<file path="config.mk">
export PLATFORM = sky130hd
export DESIGN_NAME = sd_init_seq
export DESIGN_NICKNAME = d
export VERILOG_FILES = /design/src/rtl/sd_seq_pkg.sv /design/src/rtl/sd_frame_rom.sv /design/src/rtl/sd_cmd_xfer.sv /design/src/rtl/sd_init_ctrl.sv /design/src/rtl/sd_init_seq.sv
export SDC_FILE = /design/constraint.sdc
export NUM_CORES = 1
export LEC_CHECK = 0
export BUFFER_PORTS_ARGS = -buffer_cell sky130_fd_sc_hd__buf_2
export CAP_MARGIN = 20
export CORE_AREA = 3 3 121 123
export DETAILED_ROUTE_END_ITERATION = 16
export DIE_AREA = 0 0 124 126
export PLACE_DENSITY = 0.42
export SYNTH_ARGS = -nofsm -noshare
export SYNTH_HDL_FRONTEND = slang
export SYNTH_SLANG_ARGS = --single-unit
</file>
<file path="constraint.sdc">
create_clock -name clk_i -period 4.2 [get_ports clk_i]
set_clock_uncertainty 0.1 [all_clocks]
set_input_delay 0.42 -clock clk_i [delete_from_list [all_inputs] [get_ports clk_i]]
set_output_delay 0.42 -clock clk_i [all_outputs]
set_load 0.02 [all_outputs]
</file>
<file path="src/rtl/sd_seq_pkg.sv">
`timescale 1ns/1ps
package sd_seq_pkg;
  typedef enum logic [2:0] {
    CMD_GO_IDLE, CMD_IF_COND, CMD_APP, CMD_OPC_V1, CMD_OPC_V2, CMD_READ_OCR, CMD_BLKLEN
  } sd_cmd_e;

  typedef enum logic {OP_FILL, OP_CMD} xfer_op_e;

  typedef enum logic [2:0] {E_IDLE, E_FILL, E_PRE, E_FRAME, E_POLL} eng_st_e;

  typedef enum logic [3:0] {
    S_IDLE, S_WAKE, S_GO_IDLE, S_IF_COND, S_IF_ECHO, S_APP, S_OPC,
    S_OCR_CMD, S_OCR_READ, S_BLKLEN, S_TAIL, S_END
  } ctl_st_e;

  typedef enum logic [1:0] {FAIL_NONE, FAIL_NR, FAIL_TMO} fail_e;

  localparam logic [7:0] FILL_BYTE = 8'hFF;
  localparam logic [7:0] R1_ILLEGAL_MASK = 8'h7E;
endpackage

</file>
<file path="src/rtl/sd_frame_rom.sv">
`timescale 1ns/1ps
module sd_frame_rom
  import sd_seq_pkg::*;
(
  input  sd_cmd_e    cmd_i,
  input  logic [2:0] idx_i,
  output logic [7:0] byte_o
);
  logic [5:0]  code;
  logic [31:0] arg;
  logic [7:0]  crc;
  logic [47:0] frame;

  always_comb begin
    code = 6'd0;
    arg  = 32'h0;
    crc  = 8'hFF;
    unique case (cmd_i)
      CMD_GO_IDLE:  begin code = 6'd0;  crc = 8'h95; end
      CMD_IF_COND:  begin code = 6'd8;  arg = 32'h0000_01AA; crc = 8'h87; end
      CMD_APP:      code = 6'd55;
      CMD_OPC_V1:   code = 6'd41;
      CMD_OPC_V2:   begin code = 6'd41; arg = 32'h4000_0000; end
      CMD_READ_OCR: code = 6'd58;
      CMD_BLKLEN:   begin code = 6'd16; arg = 32'h0000_0200; end
      default:      code = 6'd0;
    endcase
    frame = {2'b01, code, arg, crc};
  end

  always_comb begin
    unique case (idx_i)
      3'd0:    byte_o = frame[47:40];
      3'd1:    byte_o = frame[39:32];
      3'd2:    byte_o = frame[31:24];
      3'd3:    byte_o = frame[23:16];
      3'd4:    byte_o = frame[15:8];
      default: byte_o = frame[7:0];
    endcase
  end
endmodule

</file>
<file path="src/rtl/sd_cmd_xfer.sv">
`timescale 1ns/1ps
module sd_cmd_xfer
  import sd_seq_pkg::*;
#(
  parameter int POLL_LIMIT = 256,
  parameter int FILL_W     = 5
) (
  input  logic              clk_i,
  input  logic              rst_ni,
  input  logic              go_i,
  input  xfer_op_e          op_i,
  input  sd_cmd_e           cmd_i,
  input  logic [FILL_W-1:0] fill_n_i,
  output logic              req_o,
  output logic [7:0]        tx_o,
  input  logic [7:0]        rx_i,
  input  logic              done_i,
  output logic              fin_o,
  output logic [7:0]        r1_o,
  output logic              tmo_o,
  output logic              lead_b6_o,
  output logic              echo_ok_o
);
  localparam int PW = $clog2(POLL_LIMIT + 1);
  localparam logic [PW-1:0] POLL_LAST = PW'(POLL_LIMIT - 1);

  eng_st_e           st_q;
  sd_cmd_e           cmd_q;
  logic [FILL_W-1:0] fill_n_q, byte_cnt_q;
  logic [2:0]        idx_q;
  logic [PW-1:0]     poll_cnt_q;
  logic [15:0]       tail_q;
  logic [7:0]        rom_byte;

  sd_frame_rom u_rom (.cmd_i(cmd_q), .idx_i(idx_q), .byte_o(rom_byte));

  assign req_o     = (st_q != E_IDLE);
  assign tx_o      = (st_q == E_FRAME) ? rom_byte : FILL_BYTE;
  assign echo_ok_o = (tail_q == 16'h01AA);

  always_ff @(posedge clk_i or negedge rst_ni) begin
    if (!rst_ni) begin
      st_q       <= E_IDLE;
      cmd_q      <= CMD_GO_IDLE;
      fill_n_q   <= '0;
      byte_cnt_q <= '0;
      idx_q      <= '0;
      poll_cnt_q <= '0;
      tail_q     <= '0;
      lead_b6_o  <= 1'b0;
      r1_o       <= 8'hFF;
      tmo_o      <= 1'b0;
      fin_o      <= 1'b0;
    end else begin
      fin_o <= 1'b0;
      unique case (st_q)
        E_IDLE: if (go_i) begin
          byte_cnt_q <= '0;
          idx_q      <= '0;
          poll_cnt_q <= '0;
          fill_n_q   <= fill_n_i;
          cmd_q      <= cmd_i;
          st_q       <= (op_i == OP_FILL) ? E_FILL : E_PRE;
        end
        E_FILL: if (done_i) begin
          tail_q <= {tail_q[7:0], rx_i};
          if (byte_cnt_q == '0) lead_b6_o <= rx_i[6];
          if (byte_cnt_q == fill_n_q - FILL_W'(1)) begin
            st_q  <= E_IDLE;
            fin_o <= 1'b1;
          end else begin
            byte_cnt_q <= byte_cnt_q + FILL_W'(1);
          end
        end
        E_PRE: if (done_i) st_q <= E_FRAME;
        E_FRAME: if (done_i) begin
          if (idx_q == 3'd5) st_q <= E_POLL;
          else idx_q <= idx_q + 3'd1;
        end
        E_POLL: if (done_i) begin
          if (!rx_i[7]) begin
            r1_o  <= rx_i;
            tmo_o <= 1'b0;
            fin_o <= 1'b1;
            st_q  <= E_IDLE;
          end else if (poll_cnt_q == POLL_LAST) begin
            r1_o  <= rx_i;
            tmo_o <= 1'b1;
            fin_o <= 1'b1;
            st_q  <= E_IDLE;
          end else begin
            poll_cnt_q <= poll_cnt_q + PW'(1);
          end
        end
        default: st_q <= E_IDLE;
      endcase
    end
  end
endmodule

</file>
<file path="src/rtl/sd_init_ctrl.sv">
`timescale 1ns/1ps
module sd_init_ctrl
  import sd_seq_pkg::*;
#(
  parameter int WAKE_BYTES   = 16,
  parameter int ACMD41_TRIES = 16,
  parameter int FILL_W       = 5
) (
  input  logic              clk_i,
  input  logic              rst_ni,
  input  logic              start_i,
  input  logic              card_present_i,
  output logic              eng_go_o,
  output xfer_op_e          eng_op_o,
  output sd_cmd_e           eng_cmd_o,
  output logic [FILL_W-1:0] eng_fill_n_o,
  input  logic              eng_fin_i,
  input  logic [7:0]        eng_r1_i,
  input  logic              eng_tmo_i,
  input  logic              eng_lead_b6_i,
  input  logic              eng_echo_ok_i,
  output logic              card_sel_no,
  output logic              busy_o,
  output logic              ready_o,
  output logic              not_ready_o,
  output logic              timeout_o,
  output logic              block_addr_o
);
  localparam int TW = $clog2(ACMD41_TRIES + 1);
  localparam logic [TW-1:0] TRY_LAST = TW'(ACMD41_TRIES - 1);

  ctl_st_e       st_q, nxt_st;
  fail_e         nxt_fail;
  logic          pend_q, v2_q, nxt_v2, nxt_blk, try_inc, nxt_ok;
  logic [TW-1:0] tries_q;
  logic          active;

  assign active      = !(st_q inside {S_IDLE, S_END});
  assign busy_o      = active;
  assign card_sel_no = st_q inside {S_IDLE, S_WAKE, S_END};
  assign eng_go_o    = active && !pend_q;

  // per-step engine operation
  always_comb begin
    eng_op_o     = OP_CMD;
    eng_cmd_o    = CMD_GO_IDLE;
    eng_fill_n_o = FILL_W'(4);
    unique case (st_q)
      S_WAKE:     begin eng_op_o = OP_FILL; eng_fill_n_o = FILL_W'(WAKE_BYTES); end
      S_IF_ECHO,
      S_OCR_READ: eng_op_o = OP_FILL;
      S_TAIL:     begin eng_op_o = OP_FILL; eng_fill_n_o = FILL_W'(1); end
      S_IF_COND:  eng_cmd_o = CMD_IF_COND;
      S_APP:      eng_cmd_o = CMD_APP;
      S_OPC:      eng_cmd_o = v2_q ? CMD_OPC_V2 : CMD_OPC_V1;
      S_OCR_CMD:  eng_cmd_o = CMD_READ_OCR;
      S_BLKLEN:   eng_cmd_o = CMD_BLKLEN;
      default:    eng_cmd_o = CMD_GO_IDLE;
    endcase
  end

  // decision taken when the current step finishes
  always_comb begin
    nxt_st   = st_q;
    nxt_fail = FAIL_NONE;
    nxt_v2   = v2_q;
    nxt_blk  = 1'b0;
    nxt_ok   = 1'b0;
    try_inc  = 1'b0;
    unique case (st_q)
      S_WAKE: nxt_st = S_GO_IDLE;
      S_GO_IDLE:
        if (eng_tmo_i) nxt_fail = FAIL_TMO;
        else if ((eng_r1_i & R1_ILLEGAL_MASK) != 8'h0) nxt_fail = FAIL_NR;
        else nxt_st = S_IF_COND;
      S_IF_COND:
        if (eng_tmo_i || (eng_r1_i & R1_ILLEGAL_MASK) != 8'h0) nxt_st = S_APP;
        else nxt_st = S_IF_ECHO;
      S_IF_ECHO:
        if (eng_echo_ok_i) begin nxt_v2 = 1'b1; nxt_st = S_APP; end
        else nxt_fail = FAIL_NR;
      S_APP:
        if (eng_tmo_i) nxt_fail = FAIL_TMO;
        else if ((eng_r1_i & R1_ILLEGAL_MASK) != 8'h0) nxt_fail = FAIL_NR;
        else nxt_st = S_OPC;
      S_OPC:
        if (eng_tmo_i) nxt_fail = FAIL_TMO;
        else if (eng_r1_i == 8'h00) nxt_st = v2_q ? S_OCR_CMD : S_BLKLEN;
        else if (eng_r1_i == 8'h01 && tries_q != TRY_LAST) begin
          try_inc = 1'b1;
          nxt_st  = S_APP;
        end else nxt_fail = FAIL_NR;
      S_OCR_CMD:
        if (eng_tmo_i) nxt_fail = FAIL_TMO;
        else nxt_st = S_OCR_READ;
      S_OCR_READ: begin
        nxt_blk = eng_lead_b6_i;
        nxt_st  = eng_lead_b6_i ? S_TAIL : S_BLKLEN;
      end
      S_BLKLEN:
        if (eng_tmo_i) nxt_fail = FAIL_TMO;
        else if (eng_r1_i != 8'h00) nxt_fail = FAIL_NR;
        else nxt_st = S_TAIL;
      S_TAIL: begin nxt_ok = 1'b1; nxt_st = S_END; end
      default: nxt_st = st_q;
    endcase
    if (nxt_fail != FAIL_NONE) nxt_st = S_END;
  end

  always_ff @(posedge clk_i or negedge rst_ni) begin
    if (!rst_ni) begin
      st_q         <= S_IDLE;
      pend_q       <= 1'b0;
      v2_q         <= 1'b0;
      tries_q      <= '0;
      ready_o      <= 1'b0;
      not_ready_o  <= 1'b0;
      timeout_o    <= 1'b0;
      block_addr_o <= 1'b0;
    end else if (!active) begin
      if (start_i) begin
        pend_q       <= 1'b0;
        v2_q         <= 1'b0;
        tries_q      <= '0;
        ready_o      <= 1'b0;
        timeout_o    <= 1'b0;
        block_addr_o <= 1'b0;
        not_ready_o  <= !card_present_i;
        st_q         <= card_present_i ? S_WAKE : S_END;
      end
    end else if (!pend_q) begin
      pend_q <= 1'b1;
    end else if (eng_fin_i) begin
      pend_q <= 1'b0;
      st_q   <= nxt_st;
      v2_q   <= nxt_v2;
      if (try_inc) tries_q <= tries_q + TW'(1);
      if (nxt_blk) block_addr_o <= 1'b1;
      if (nxt_ok) ready_o <= 1'b1;
      if (nxt_fail == FAIL_NR) not_ready_o <= 1'b1;
      if (nxt_fail == FAIL_TMO) timeout_o <= 1'b1;
    end
  end
endmodule

</file>
<file path="src/rtl/sd_init_seq.sv">
`timescale 1ns/1ps
module sd_init_seq
  import sd_seq_pkg::*;
#(
  parameter int WAKE_BYTES   = 16,
  parameter int POLL_LIMIT   = 256,
  parameter int ACMD41_TRIES = 16
) (
  input  logic       clk_i,
  input  logic       rst_ni,
  input  logic       start_i,
  input  logic       card_present_i,
  output logic       xfer_req_o,
  output logic [7:0] xfer_tx_o,
  input  logic [7:0] xfer_rx_i,
  input  logic       xfer_done_i,
  output logic       card_sel_no,
  output logic       busy_o,
  output logic       ready_o,
  output logic       not_ready_o,
  output logic       timeout_o,
  output logic       block_addr_o
);
  localparam int WAKE_W = $clog2(WAKE_BYTES + 1);
  localparam int FILL_W = (WAKE_W > 3) ? WAKE_W : 3;

  logic              go, fin, tmo, lead_b6, echo_ok;
  xfer_op_e          op;
  sd_cmd_e           cmd;
  logic [FILL_W-1:0] fill_n;
  logic [7:0]        r1;

  sd_init_ctrl #(
    .WAKE_BYTES(WAKE_BYTES), .ACMD41_TRIES(ACMD41_TRIES), .FILL_W(FILL_W)
  ) u_ctrl (
    .clk_i, .rst_ni, .start_i, .card_present_i,
    .eng_go_o(go), .eng_op_o(op), .eng_cmd_o(cmd), .eng_fill_n_o(fill_n),
    .eng_fin_i(fin), .eng_r1_i(r1), .eng_tmo_i(tmo),
    .eng_lead_b6_i(lead_b6), .eng_echo_ok_i(echo_ok),
    .card_sel_no, .busy_o, .ready_o, .not_ready_o, .timeout_o, .block_addr_o
  );

  sd_cmd_xfer #(.POLL_LIMIT(POLL_LIMIT), .FILL_W(FILL_W)) u_xfer (
    .clk_i, .rst_ni, .go_i(go), .op_i(op), .cmd_i(cmd), .fill_n_i(fill_n),
    .req_o(xfer_req_o), .tx_o(xfer_tx_o), .rx_i(xfer_rx_i), .done_i(xfer_done_i),
    .fin_o(fin), .r1_o(r1), .tmo_o(tmo), .lead_b6_o(lead_b6), .echo_ok_o(echo_ok)
  );
endmodule

</file>
==> qor_table.md <==
| Quantity | Value |
| --- | --- |
| Count of antenna diodes in the layout | 0 |
| Period utilisation layout | 70.80% |
| Total Nets Final | 441 |
| Post-CTS Setup Repair Bufs | 0 |
| Cell types with the largest area share after synthesis | sky130_fd_sc_hd__dfrtp_1 (39%), sky130_fd_sc_hd__mux2_2 (8.0%), sky130_fd_sc_hd__dfstp_2 (5.5%), sky130_fd_sc_hd__nor2_1 (4.6%), sky130_fd_sc_hd__ha_1 (3.9%) |
| Final routed DRC violation total | 0 |
| Port Buf Inserts | 27 |
| GRT overflow | 0 |
| Number of synthesized flops with an enable pin | 0 |
| Logic depth of the worst register-to-register path | 4 |
| Clock root buffer | sky130_fd_sc_hd__clkbuf_16 |
| Peak per-stage delay on the critical path | 0.46 ns |
| Final core utilization | 32.50% |
| Via Count | 2904 |
| Net count of the mapped netlist | 418 |
| Final Hold Violating Endpoints | 0 |
| Placed instance count | 585 |
| Maximum fanout along the worst path | 5 |
| Total chip power | 0.003205 W |
| Leakage power total | 1.943 nW |
| Minimum clock period after layout | 2.974 ns |
| ANT nets after route | 0 |
| Die Width | 124 µm |
| # fillers | 1447 |
| Share of cell area taken by muxes after synthesis | 9.002% |
| Post-Layout Cell Count | 601 |
| Kind of end point of the critical path | output pin |
| Worst skew pair latency | 0.34 ns |
| Reg2reg setup slack | 1.59 ns |
| Number of hold buffers added after cts | 0 |
| Adder-cell share of the synthesized area | 3.928% |
| Fraction of layout cells with a size suffix above 1 | 21.62% |
| Slowest cell on crit path | sky130_fd_sc_hd__a211oi_1 |
| Post-detail-place hpwl | 6447 µm |
| Switching share of power | 37.80% |
| Placer's final routability congestion estimate | 0.7675 |
| GRT Util Overall | 12.42% |
| Largest net degree at the start of global routing | 42 |
| Number of sinks handled by clock tree synthesis | 68 |
| Least-Margin Pin Slew | 0.8552 ns |
| Area of the core | 0.01377 mm² |
| Initial antenna violation count | 0 |
| CTS buffer count | 9 |
| Growth of design area from synthesis to finish | 17.12% |
| Via count of the first global-routing pass | 2854 |
| Clk buf depth | 2 |
| Final count of pins violating max slew | 0 |
| Number of core rows | 43 |
| Synth Area in Compound Gates | 14.37% |
| Max-cap violation count | 0 |
| Synth cell count leaders | sky130_fd_sc_hd__dfrtp_1 (60), sky130_fd_sc_hd__nor2_1 (47), sky130_fd_sc_hd__nand2_1 (37) |
| Drt via density | 4.832 |
| Mean instance size in the synthesized netlist | 9.726 µm² |
| Proportion of power drawn by flip-flops and latches | 35.2% |
| Final number of setup-violating endpoints | 0 |
| Number of top-level pins | 28 |
| Main combinational cell family by area after synthesis | simple AND/OR/NAND/NOR gates |
| Kind of start point of the critical path | flop |
| Unrepaired setup endpoints after global routing | no |
| Resized cells post-CTS | 0 |
| Achievable frequency | 336.3 MHz |
| Fraction of power consumed by combinational cells | 36.3% |
| Number of buffer and inverter instances along the worst setup path | 1 |
| Synthesized-area fraction occupied by xor and xnor cells | 3.208% |
| Routed length per placed instance | 14.97 µm |
| First drt pass iteration count | 5 |
| Biggest area consumer among synthesized cells | sky130_fd_sc_hd__dfrtp_1 |
| Wire length of the first global-routing pass | 15080 µm |
| Synthesized instance count | 393 |
| NetSw | 0.001212 W |
| Data required time at the worst endpoint | 3.68 ns |
| Power density over the cells | 715.9 mW/mm² |
| Initial Utilization | 27.75% |
| Top-count cell post-synth | sky130_fd_sc_hd__dfrtp_1 |
| Post-Syn Area | 0.003822 mm² |
| # H-tree levels | 3 |
| Fraction of the yosys area taken by sequential cells | 44.78% |
| R2r endpoint | u_xfer.fill_n_q[4] |
| Count of warnings emitted by yosys | 0 |
| Design internal power | 0.001993 W |
| CP top delay family | compound AO/OA/AOI/OAI gates |
| Reg-to-Reg Start | u_ctrl.st_q[0] |
| Share of flip-flops with an asynchronous set or reset | 100.0% |
| Relative contribution of the clock network to total power | 28.5% |
| Clock tree from TritonCTS | done |
| Data arrival time of the critical path | 2.45 ns |
| Routed Wire Length | 8995 µm |
| Share of the synthesized area in the top cell type | 39.28% |
| Primary FF master, synth | sky130_fd_sc_hd__dfrtp_1 |
| Total die area | 0.01562 mm² |
| Status | finished, final reports clean |
| Count of state elements after synthesis | 68 |
| Hold Slack | 0.03514 ns |
| Max IR drop VDD | 185.8 µV |
| Cells traversed along the worst timing path | ha_1 -> or2_2 -> a211oi_1 -> o21ai_0 -> and3_1 -> o211ai_1 -> buf_2 |
| Die boundary height | 126 µm |
| Cell variety after synth | 59 |
| Launching instance or port of the critical path | u_xfer.idx_q[0] |
| Path category of the worst min-delay check | input port to async pin |
| Reg clk slew, reported paths | 0.06 ns |
| DRC violation total after the first TritonRoute iteration | 176 |
| Final-layout setup total negative slack | 0 ns |
| Relative slew slack | 42.80% |
| Critical Setup Path Class | flop to output pin |
| Synthesized-area fraction occupied by and/or/nand/nor cells | 20.79% |
[worst max-delay path by stage]
stage / depth (start not counted) / end / slack [ns]
finish: 7 / xfer_tx_o[1] / 1.23
global route: 8 / xfer_tx_o[1] / 0.93
CTS: 8 / xfer_tx_o[1] / 1.19
detailed placement: 4 / u_xfer.fill_n_q[4] / 1.56
global placement: 7 / xfer_tx_o[1] / 1.61
floorplan: 6 / xfer_tx_o[3] / 1.76
[power by group through the flow]
stage | logic [W] | registers (W) | clock network [W]
final | 0.00116 | 0.00113 | 0.000912
after global routing | 0.00132 | 0.00117 | 0.000970
after CTS | 0.00118 | 0.00113 | 0.000939
after detailed placement | 0.00118 | 0.00114 | 0
after global placement | 0.00118 | 0.00113 | 0
after floorplan | 0.00102 | 0.00100 | 0
[metrics by stage]
| step | setup slack [ns] | cell area [µm²] |
|---|---|---|
| 2_1_floorplan | 1.763 | 3822 |
| 3_3_place_gp | 1.612 | 4116 |
| 3_5_place_dp | 1.555 | 4116 |
| 4_1_cts | 1.192 | 4477 |
| 5_1_grt | 0.9253 | 4477 |
| 6_report | 1.226 | 4477 |
[registers in the layout (all words and copies together), names as in the netlist]
signal / flops
u_xfer.tail_q: 16
u_xfer.poll_cnt_q: 9
u_xfer.r1_o: 8
u_ctrl.tries_q: 5
u_xfer.byte_cnt_q: 5
u_ctrl.st_q: 4
u_xfer.cmd_q: 3
u_xfer.fill_n_q: 3
u_xfer.idx_q: 3
u_xfer.st_q: 3
u_ctrl.block_addr_o: 1
u_ctrl.not_ready_o: 1
u_ctrl.pend_q: 1
u_ctrl.ready_o: 1
u_ctrl.timeout_o: 1
u_ctrl.v2_q: 1
u_xfer.fin_o: 1
u_xfer.lead_b6_o: 1
u_xfer.tmo_o: 1
[kinds of logic (layout without fill, tap and decap cells)]
| family | count (synthesis) | after routing |
|---|---|---|
| buf+inv | 33 | 61 |
| compound gates | 80 | 80 |
| flops | 68 | 68 |
| mux | 31 | 31 |
| simple gates | 155 | 155 |
| xor+xnor | 14 | 14 |
| fa+ha+maj | 12 | 12 |
[cell usage in the layout (no fill, tap or decap), drive strengths merged, types with 8 or more instances in the layout]
| master | count |
|---|---|
| dfstp | 8 |
| clkbuf | 11 |
| dfrtp | 60 |
| nand2 | 37 |
| buf | 30 |
| nand2b | 8 |
| a21oi | 18 |
| nand3 | 11 |
| nor3 | 9 |
| xor2 | 11 |
| nor2 | 47 |
| o21ai | 21 |
| mux2 | 27 |
| ha | 12 |
| inv | 15 |
[cell type report]
type	instances	area, µm²	share of cell area (%)
multi-input cells	292	1966	43.91
inverters	15	56.30	1.258
flip-flops and latches	68	1712	38.23
clock buffers	11	252.7	5.646
well taps	180	225.2	5.031
repair buffers	30	157.7	3.522
clock inverters	5	107.6	2.404
[metal layers]
metal	global-route usage, %	vias up	wire length, µm
met5	0	-	0
met2	17.63	57	3856
met1	17.57	1400	4605
met4	5.284	0	147
met3	3.547	8	386
li1	-	1439	-
[worst reg2reg max path, cell delays in order, from the launching register on]
cell and delay (ns):
sky130_fd_sc_hd__dfrtp_1 0.58, sky130_fd_sc_hd__and4b_4 0.34, sky130_fd_sc_hd__or2_1 0.33, sky130_fd_sc_hd__nor3_4 0.73, sky130_fd_sc_hd__mux2_2 0.42
No activity file was read; power rests on OpenSTA's default activity.
